## src/rtl/hzd_pkg.sv

```systemverilog
package hzd_pkg;

    typedef enum logic [1:0] {
        FWD_RF  = 2'd0,
        FWD_EX  = 2'd1,
        FWD_MEM = 2'd2
    } fwd_sel_e;

    typedef struct packed {
        logic second;
    } hzd_state_t;

endpackage

```

## src/rtl/hzd_fwd_lane.sv

```systemverilog
module hzd_fwd_lane
    import hzd_pkg::*;
#(
    parameter int RW = 4
) (
    input  logic          chk,
    input  logic [RW-1:0] src,
    input  logic          src_used,
    input  logic [RW-1:0] ex_rd,
    input  logic          ex_we,
    input  logic          ex_load,
    input  logic [RW-1:0] mem_rd,
    input  logic          mem_we,
    output fwd_sel_e      sel,
    output logic          ld_hit
);
    logic ex_hit;
    logic mem_hit;

    always_comb begin
        ex_hit  = chk & src_used & ex_we  & (ex_rd  == src);
        mem_hit = chk & src_used & mem_we & (mem_rd == src);
        // the younger execute result has priority
        if (ex_hit)       sel = FWD_EX;
        else if (mem_hit) sel = FWD_MEM;
        else              sel = FWD_RF;
        ld_hit = ex_hit & ex_load;
    end
endmodule

```

## src/rtl/hzd_stall_arb.sv

```systemverilog
module hzd_stall_arb #(
    parameter int NSRC = 2
) (
    input  logic            chk,
    input  logic            dec_alu,
    input  logic            dec_mem,
    input  logic            dec_br_taken,
    input  logic            dec_br_dslot,
    input  logic [NSRC-1:0] ld_hit,
    input  logic            ex_rmw,
    input  logic            mem_ldc,
    output logic            stall,
    output logic            squash
);
    logic load_use;
    logic rmw_clash;
    logic raw_stall;

    always_comb begin
        squash    = chk & dec_br_taken & ~dec_br_dslot;
        load_use  = dec_alu & (|ld_hit);
        rmw_clash = chk & dec_mem & ex_rmw;
        raw_stall = mem_ldc | load_use | rmw_clash;
        stall     = raw_stall & ~squash;
    end
endmodule

```

## src/rtl/hzd_ctrl.sv

```systemverilog
module hzd_ctrl
    import hzd_pkg::*;
#(
    parameter int NREG = 16,
    parameter int NSRC = 2,
    localparam int RW  = $clog2(NREG)
) (
    input  logic              clk,
    input  logic              rst_n,
    input  logic              dec_valid,
    input  logic [NSRC*RW-1:0] dec_src,
    input  logic [NSRC-1:0]   dec_src_use,
    input  logic              dec_alu,
    input  logic              dec_mem,
    input  logic              dec_two_word,
    input  logic              dec_br_taken,
    input  logic              dec_br_dslot,
    input  logic [RW-1:0]     ex_rd,
    input  logic              ex_we,
    input  logic              ex_load,
    input  logic              ex_rmw,
    input  logic [RW-1:0]     mem_rd,
    input  logic              mem_we,
    input  logic              mem_ldc,
    output logic [2*NSRC-1:0] fwd_sel,
    output logic              stall,
    output logic              squash
);
    hzd_state_t st_d;
    hzd_state_t st_q;
    logic       chk;
    logic [NSRC-1:0] ld_hit;

    assign chk = dec_valid & ~st_q.second;

    for (genvar i = 0; i < NSRC; i++) begin : g_lane
        fwd_sel_e lane_sel;
        hzd_fwd_lane #(.RW(RW)) u_lane (
            .chk      (chk),
            .src      (dec_src[RW*i +: RW]),
            .src_used (dec_src_use[i]),
            .ex_rd    (ex_rd),
            .ex_we    (ex_we),
            .ex_load  (ex_load),
            .mem_rd   (mem_rd),
            .mem_we   (mem_we),
            .sel      (lane_sel),
            .ld_hit   (ld_hit[i])
        );
        assign fwd_sel[2*i +: 2] = lane_sel;
    end

    hzd_stall_arb #(.NSRC(NSRC)) u_arb (
        .chk          (chk),
        .dec_alu      (dec_alu),
        .dec_mem      (dec_mem),
        .dec_br_taken (dec_br_taken),
        .dec_br_dslot (dec_br_dslot),
        .ld_hit       (ld_hit),
        .ex_rmw       (ex_rmw),
        .mem_ldc      (mem_ldc),
        .stall        (stall),
        .squash       (squash)
    );

    always_comb begin
        st_d = st_q;
        if (st_q.second) begin
            // a held second word stays in decode
            st_d.second = stall;
        end else begin
            st_d.second = chk & dec_two_word & ~stall & ~squash;
        end
    end

    always_ff @(posedge clk or negedge rst_n) begin
        if (!rst_n) st_q <= '0;
        else        st_q <= st_d;
    end
endmodule

```

## config.mk

```make
export PLATFORM = sky130hd
export DESIGN_NAME = hzd_ctrl
export DESIGN_NICKNAME = d
export VERILOG_FILES = /design/src/rtl/hzd_pkg.sv /design/src/rtl/hzd_fwd_lane.sv /design/src/rtl/hzd_stall_arb.sv /design/src/rtl/hzd_ctrl.sv
export SDC_FILE = /design/constraint.sdc
export NUM_CORES = 1
export LEC_CHECK = 0
export BUFFER_PORTS_ARGS = -buffer_cell sky130_fd_sc_hd__buf_2
export CAP_MARGIN = 20
export CORE_AREA = 4 4 41 43
export DETAILED_ROUTE_END_ITERATION = 10
export DIE_AREA = 0 0 45 47
export GPL_ROUTABILITY_DRIVEN = 0
export SYNTH_ARGS = -nofsm -noshare
export SYNTH_HDL_FRONTEND = slang
export SYNTH_SLANG_ARGS = --single-unit
export TNS_END_PERCENT = 10
```

## constraint.sdc

```tcl
create_clock -name clk -period 2.52 [get_ports clk]
set_input_delay 0.756 -clock clk [delete_from_list [all_inputs] [get_ports clk]]
set_output_delay 0.756 -clock clk [all_outputs]
set_load 0.05 [all_outputs]
```

==> impl_metrics.ini, run 1 <==
[outcome]
status = finished, violations left
violations = negative setup slack

[worst_setup_path]
critPathMaxStageDelay_ns = 0.44
cp-start-kind = input pin
endpoint_kind = primary output
critPathBufInv = 2
cp_top_family = compound AO/OA/AOI/OAI gates
path_max_fanout = 2
path_cells = buf_8, xnor2_2, nand4_1, o32a_1, a21oi_4, buf_6
path_class = in2out
cpMaxStageDelayCell = o32a_1
r2r_slack_ns = 1.10
worstRegToRegCells = 6
reg2reg_to = st_q
worstReg2RegStart = st_q
crit_required_ns = 1.76
worstPathArrival_ns = 1.90

[floorplan]
initial_core_util_pct = 25.0
io_pins = 37
die_x_um = 45
die_area_um2 = 2120
dieHeight_um = 47
core_area_um2 = 1300
num_rows = 13

[detailed_routing]
drt-initial-drc-count = 3
wl_per_cell_um = 11.2
drc = 0
drt-total-wl_mm = 1.15
ant_nets = 0
firstDrtPassIters = 4
dr_total_vias = 487
via_per_inst = 4.77

[final_layout]
antennaDiodeCount = 0
syn_to_final_growth_pct = 133
fillCellCount = 129
drive_gt1_share_pct = 67.8
largest_register_ffs = 1
regMostFlops = st_q
mostFrequentLayoutCell = buf_2
nNetsFinal = 120
largestRegisters = st_q x1
final_util_pct = 58.4
final_cell_mix = buf_2, buf_4, buf_6

[logic_synthesis]
yosysTopAreaCellShare_pct = 37.7
ys_top_cells_by_area = xnor2_1, nand4_1, dfrtp_1
ys_seq_elements = 1
synthesis.area_um2 = 325
postSynthAreaPerCell_um2 = 7.57
syn_nets = 74
synth_cells = 43
yosysSeqAreaShare_pct = 7.69
yosys_warnings = 0
synth_cell_types = 18
yosysTopAreaCell = xnor2_1

[timing]
worst_clock_skew_ns = 0
slew_viol_final = 0
whs_ns = 0.531
max_slew_margin_pct = 74.5
fmax_mhz = 376
worstMarginPinSlew_ns = 0.381
period_share_pct = 105
setup_ws_ns = -0.137
hold_violations = 0
min_period_ns = 2.66
rsz0062_at_grt = true
setup_viol = 1

[pwr]
p_per_area_nw_per_um2 = 189
p_leak_nw = 0.350
ir_drop_v = 0.0000936

[run]
drv_cap = 0

[clock_network]
post_cts_buffers = 0
postCtsHoldBufs = 0
clk_latency_ns = 0
clk_pin_slew_ns = 0

[hold_path]
min_path_type = in2async

[global_routing]
grt_max_degree = 8
grt_overflow = 0
grt_pass1_wl_mm = 1.80
antenna_found_initial = 0
grt_pass1_vias = 488
grtUsageTotal_pct = 11.0

[placed_design]
dp_hpwl_um = 994
portBuffers = 36
layer usage:
metal | up-vias | wire length [um] | global-route usage [%]
li1 | 243 | - | -
met2 | 31 | 557 | 23.7
met1 | 213 | 420 | 11.5
met3 | 0 | 168 | 1.53
met5 | - | 0 | 0
met4 | 0 | 0 | 0
power breakdown:
part,internal (W),total (W),leakage [nW],switching (W)
clock,0,0,0,0
sequential,0.0000176,0.0000184,0.0134,0.000000876
combinational,0.0000708,0.000125,0.337,0.0000544
logic make-up (layout without fill, tap and decap cells):
kind of cell / count (synthesis) / count (layout) / synth area share [%]
AO/OA/AOI/OAI: 5 / 5 / 12.7
XOR/XNOR: 16 / 16 / 43.1
buffers and inverters: 4 / 48 / 8.08
flip-flops: 1 / 1 / 7.69
AND/OR/NAND/NOR: 17 / 17 / 28.5
stage by stage:
stage / worst slack (ns) / area [um2] / cells / total power, W / TNS, ns
3_3_place_gp: -0.207 / 637 / 102 / 0.000122 / -0.525
2_1_floorplan: -0.0544 / 378 / 43 / 0.0000719 / -0.0699
6_report: -0.137 / 759 / 102 / 0.000144 / -0.137
3_5_place_dp: -0.225 / 637 / 102 / 0.000123 / -0.566
4_1_cts: -0.0566 / 721 / 102 / 0.000138 / -0.0566
5_1_grt: -0.195 / 759 / 102 / 0.000153 / -0.292
how the worst max path moves through the flow:
| stage | startpoint | end | slack, ns | cells past startpoint |
|---|---|---|---|---|
| after floorplan | dec_valid | fwd_sel[1] | -0.05 | 5 |
| after global placement | ex_rd[3] | stall | -0.21 | 6 |
| after CTS | ex_rd[3] | stall | -0.06 | 7 |
| after detailed placement | dec_src[4] | stall | -0.22 | 6 |
| final | ex_rd[0] | stall | -0.14 | 6 |
| after global routing | dec_src[5] | stall | -0.19 | 6 |
what timing repair did:
action	4_1_cts	5_1_grt
endpoints found under the setup margin	5	4
endpoints found under the hold margin	0	0
pin swaps	10	3
resized for setup	18	9
area by class of cell:
cell class,count,area [um2],area share (%)
inverter,1,3.75,0.494
multi-input combinational,38,377,49.6
sequential,1,25.0,3.29
tap,15,18.8,2.47
timing repair buffer,47,335,44.2
synth_stat cells:
cell type and number:
a31oi_1 1, buf_4 3, nand4_1 5, nand3_1 2
a21oi_1 1, dfrtp_1 1, xor2_1 2, xnor2_1 14
nor2_1 2, nor2b_1 1, a22o_1 1, inv_1 1
nor3b_1 1, nor4_1 2, o32a_1 1, and2_1 1
o2111a_1 1, nand2_1 3
(Power assumes the default switching activity.)
==> inputs of run 2 (changes only) <==
--- a/config.mk
+++ b/config.mk
@@ -5,7 +5,7 @@
 export SDC_FILE = /design/constraint.sdc
 export NUM_CORES = 1
 export LEC_CHECK = 0
-export BUFFER_PORTS_ARGS = -buffer_cell sky130_fd_sc_hd__buf_2
+export BUFFER_PORTS_ARGS = -buffer_cell sky130_fd_sc_hd__buf_4
 export CAP_MARGIN = 20
 export CORE_AREA = 4 4 41 43
 export DETAILED_ROUTE_END_ITERATION = 10
==> run 2 against run 1 <==
The flow still finishes with violations (negative setup slack). Critical path depth is 1 higher. Via count increased by 2.1%. Power increased by 7.6%. Register-to-register slack got worse by 0.03 ns. Sequential share of layout area is 0.27 points lower. Die area unchanged. Utilization rose by 5.3 points. Critical endpoint unchanged. Largest cell class is now non-clock buffers.
==> impl_metrics.ini, run 2 (synthesis results as in run 1) <==
[floorplan]
num_rows = 13
core_area_um2 = 1300
dieHeight_um = 47
initial_core_util_pct = 25.0
die_x_um = 45
die_area_um2 = 2120
io_pins = 37

[hold_path]
min_path_type = in2async

[timing]
fmax_mhz = 384
worstMarginPinSlew_ns = 0.354
period_share_pct = 103
hold_violations = 0
rsz0062_at_grt = true
worst_clock_skew_ns = 0
fin_setup_tns_ns = -0.160
min_period_ns = 2.61
whs_ns = 0.531
max_slew_margin_pct = 76.3
setup_viol = 3
slew_viol_final = 0
setup_ws_ns = -0.0872

[pwr]
p_total_w = 0.000154
p_per_area_nw_per_um2 = 186
p_leak_nw = 0.372
ir_drop_v = 0.0000859
power_frac_clock_pct = 0
swShare_pct = 36.5
power_frac_seq_pct = 12.0
combPwrFrac_pct = 88.0
switchingPower_w = 0.0000563
p_int_w = 0.0000981

[detailed_routing]
drt-initial-drc-count = 3
drt-total-wl_mm = 1.30
dr_total_vias = 497
drc = 0
ant_nets = 0
wl_per_cell_um = 12.4
firstDrtPassIters = 4
via_per_inst = 4.73

[final_layout]
nNetsFinal = 123
regArea_um2 = 25.0
largestRegisters = st_q x1
final_util_pct = 63.7
final_cell_mix = buf_4, xnor2_1, buf_6
syn_to_final_growth_pct = 155
fillCellCount = 124
regMostFlops = st_q
drive_gt1_share_pct = 67.8
largest_register_ffs = 1
antennaDiodeCount = 0
mostFrequentLayoutCell = buf_4
multiInputGateArea_um2 = 364

[placed_design]
portBuffers = 36
post-place-ws_ns = -0.212
dp_hpwl_mm = 1.13

[outcome]
violations = negative setup slack
status = finished, violations left

[run]
drv_cap = 0

[worst_setup_path]
path_class = in2out
endpoint_kind = primary output
cp-start-kind = input pin
worstPathArrival_ns = 1.85
path_max_fanout = 2
crit_required_ns = 1.76

[global_routing]
grt_max_degree = 7
grt_overflow = 0
grt_pass1_wl_mm = 2.13
antenna_found_initial = 0
grt_pass1_vias = 553
grtUsageTotal_pct = 12.8

[clock_network]
postCtsHoldBufs = 0
clk_pin_slew_ns = 0
clk_latency_ns = 0
[run 2: cell count changes in the layout (fill, tap and decap cells not counted)]
cell / change
nor2_2: +1
buf_6: -1
xnor2_1: +2
nor2_1: -1
xnor2_2: -2
buf_4: +29
buf_2: -25
[run 2: repair_timing]
| action | 4_1_cts | 5_1_grt |
|---|---|---|
| setup buffers | 1 | 1 |
| pin swaps | 9 | 2 |
| gates cloned | 0 | 0 |
| setup endpoints to repair | 4 | 4 |
| gates resized for setup | 17 | 1 |
[run 2: stage by stage]
step / cell area [um2] / cells
2_1_floorplan: 378 / 43
3_5_place_dp: 734 / 103
5_1_grt: 828 / 105
4_1_cts: 817 / 104
3_3_place_gp: 734 / 103
6_report: 828 / 105
[run 2: area by class of cell]
class                   count  share of cell area [%]
flip-flops and latches      1                    3.02
inverters                   1                   0.453
multi-input cells          38                    44.0
well taps                  15                    2.27
repair buffers             50                    50.3
[run 2: metal layers]
metal	routed length [um]	GRT usage, %	vias to the layer above	share of wire (%)
met5	0	0	-	0
met4	0	0	0	0
met3	200	2.30	0	15
met2	650	26.6	31	50
met1	447	14.0	215	34
li1	-	-	251	-
[run 2: worst max-delay path, stage by stage]
cell	delay, ns
buf_8	0.10
buf_6	0.11
xnor2_2	0.15
nand4_1	0.18
o32a_1	0.26
a21oi_4	0.14
buf_6	0.17
[run 2: final timing paths]
check | start | end | slack, ns | cells after the start
min in group clk | st_q | st_q | 0.54 | 1
setup reg to reg | st_q | st_q | 1.07 | 5
hold / removal | rst_n | st_q | 0.53 | 1
max in group asynchronous | rst_n | st_q | 1.91 | 1
setup / recovery | ex_rd[2] | stall | -0.09 | 7
hold reg to reg | st_q | st_q | 0.54 | 1
[run 2: power by group through the flow]
stage / sequential [W] / combinational (W) / clock (W)
after global routing: 0.0000186 / 0.000147 / 0
after floorplan: 0.0000180 / 0.0000539 / 0
after global placement: 0.0000183 / 0.000120 / 0
after CTS: 0.0000185 / 0.000135 / 0
final: 0.0000185 / 0.000136 / 0
after detailed placement: 0.0000182 / 0.000122 / 0
==> inputs of run 3 (changes only) <==
--- a/config.mk
+++ b/config.mk
@@ -10,8 +10,8 @@
 export CORE_AREA = 4 4 41 43
 export DETAILED_ROUTE_END_ITERATION = 10
 export DIE_AREA = 0 0 45 47
-export GPL_ROUTABILITY_DRIVEN = 0
 export SYNTH_ARGS = -nofsm -noshare
 export SYNTH_HDL_FRONTEND = slang
+export SYNTH_HIERARCHICAL = 1
 export SYNTH_SLANG_ARGS = --single-unit
 export TNS_END_PERCENT = 10
==> run 3 against run 2 <==
The run still ends with negative setup slack left. Combinational power fell by 8%. Final area down 6.6%. Via count down 14%. Fmax fell by 4.6%. Die area unchanged. Synthesized cell count fell by 9.3%.
==> impl_metrics.ini, run 3 <==
[final_layout]
stdcell_area_um2 = 773
syn_to_final_growth_pct = 130
largest_register_ffs = 1
nNetsFinal = 116
multiInputGateArea_um2 = 354
mostFrequentLayoutCell = buf_4
fillCellCount = 119
regArea_um2 = 25.0
final_cell_count_no_fill = 98
antennaDiodeCount = 0
largestRegisters = st_q x1
drive_gt1_share_pct = 69.9
regMostFlops = st_q
final_cell_mix = buf_4, xnor2_1, buf_6

[timing]
min_period_ns = 2.73
fmax_mhz = 366
whs_ns = 0.536
max_slew_margin_pct = 83.7
period_share_pct = 108
worst_clock_skew_ns = 0
fin_setup_tns_ns = -0.214
rsz0062_at_grt = true
hold_violations = 0
setup_ws_ns = -0.214
worstMarginPinSlew_ns = 0.243
slew_viol_final = 0
setup_viol = 1

[logic_synthesis]
post-synth-top-count-cell = xnor2_1
syn_nets = 70
synth_cell_types = 16
async_reset_ff_share_pct = 100
yosysSeqAreaShare_pct = 7.43
postSynthAreaPerCell_um2 = 8.63
ys_top_cells_by_count = xnor2_1, xor2_1, nand4_1, nand3_1
yosysTopAreaCellShare_pct = 26.0
yosys_warnings = 6
synth_cells = 39
ys.flop_type = dfrtp_1
yosysTopAreaCell = xnor2_1
ys_top_cells_by_area = xnor2_1, xor2_1, nor4_4
ys_seq_elements = 1
synthesis.area_um2 = 337
synth_edf_count = 0

[worst_setup_path]
cp_common_cell = buf_6
cp-start-kind = input pin
worstPathArrival_ns = 1.98
path_class = in2out
endpoint_kind = primary output
path_cells = buf_6, nor2b_4, nand4_1, nor4_4, and2_1, o21ai_1, a31oi_2, buf_6
cpMaxStageDelayCell = nor4_4
path_max_fanout = 4
crit_required_ns = 1.76
critPathMaxStageDelay_ns = 0.24

[placed_design]
dp.cells = 98
portBuffers = 36
dpl_cell_area_um2 = 697
dp_hpwl_mm = 1.11
gp_congestion = 0.669

[clock_network]
clk_pin_slew_ns = 0
postCtsHoldBufs = 0
post_cts_buffers = 0
clk_latency_ns = 0

[floorplan]
num_rows = 13
die_area_um2 = 2120
dieHeight_um = 47
io_pins = 37
initial_core_util_pct = 25.9
die_x_um = 45
core_area_um2 = 1300

[detailed_routing]
wl_met2_um = 621
met1Wirelength_um = 394
wl_per_cell_um = 12.1
firstDrtPassIters = 2
via_per_inst = 4.35
routed-wl-met3_um = 165
drt-total-wl_mm = 1.18
drt-initial-drc-count = 1
highest_layer = met3
dr_total_vias = 426
drc = 0
ant_nets = 0

[pwr]
p_per_area_nw_per_um2 = 187
ir_drop_v = 0.0000768
p_leak_nw = 0.355
p_total_w = 0.000145

[outcome]
status = finished, violations left
violations = negative setup slack

[global_routing]
grtUsageTotal_pct = 11.0
grt_max_degree = 5
antenna_found_initial = 0
grt_overflow = 0
grt_pass1_wl_mm = 1.75
grt_pass1_vias = 450

[hold_path]
min_path_type = in2async

[run]
drv_cap = 0
[run 3: changes by cell type after synthesis, sizes merged, moves of 2 or more]
cell,change
xor2,+4
xnor2,-4
nor3,+2
nand2,-3
[run 3: final cells by class]
type                    count  share of cell area (%)
repair buffers             46                    48.1
multi-input cells          35                    45.8
flip-flops and latches      1                    3.24
well taps                  15                    2.43
inverters                   1                   0.485
[run 3: stage by stage]
stage | util (%) | worst slack [ns]
detailed placement | 53.6 | -0.308
floorplan | - | -0.401
global placement | 53.6 | -0.305
finish | 59.4 | -0.214
global route | 59.4 | -0.311
CTS | 56.3 | -0.227
[run 3: worst paths after layout]
check / cells after the start / startpoint / to / slack (ns)
setup reg to reg: 8 / st_q / st_q / 0.70
min in group clk: 1 / st_q / st_q / 0.58
setup / recovery: 8 / dec_valid / stall / -0.21
hold / removal: 1 / rst_n / st_q / 0.54
hold reg to reg: 1 / st_q / st_q / 0.58
max in group asynchronous: 1 / rst_n / st_q / 1.90
[run 3: what timing repair did]
item	4_1_cts	5_1_grt
pin swaps	6	0
endpoints found under the setup margin	2	5
resized for setup	8	7
[run 3: cell families (layout without fill, tap and decap cells)]
| family | Yosys count | after routing | synth area share (%) |
|---|---|---|---|
| buffers and inverters | 3 | 47 | 5.57 |
| AOI/OAI and AO/OA | 3 | 3 | 6.32 |
| xor gates and xnor gates | 16 | 16 | 41.6 |
| and+or+nand+nor | 16 | 16 | 39.0 |
| DFF | 1 | 1 | 7.43 |
[run 3: where the power goes]
group	total (W)	internal [W]	switching [W]
sequential	0.0000202	0.0000181	0.00000208
clock	0	0	0
combinational	0.000125	0.0000712	0.0000534
total	0.000145	0.0000893	0.0000555
[run 3: worst max-delay path, delay by kind of cell]
family | cells | cell delay [ns]
AO/OA/AOI/OAI | 2 | 0.25
buffers and inverters | 2 | 0.25
AND/OR/NAND/NOR | 4 | 0.71
[run 3: per-layer routing]
metal,up-vias,GRT usage (%)
met5,-,0
met4,0,0
met3,0,1.92
met2,26,24.6
met1,176,10.7
li1,224,-
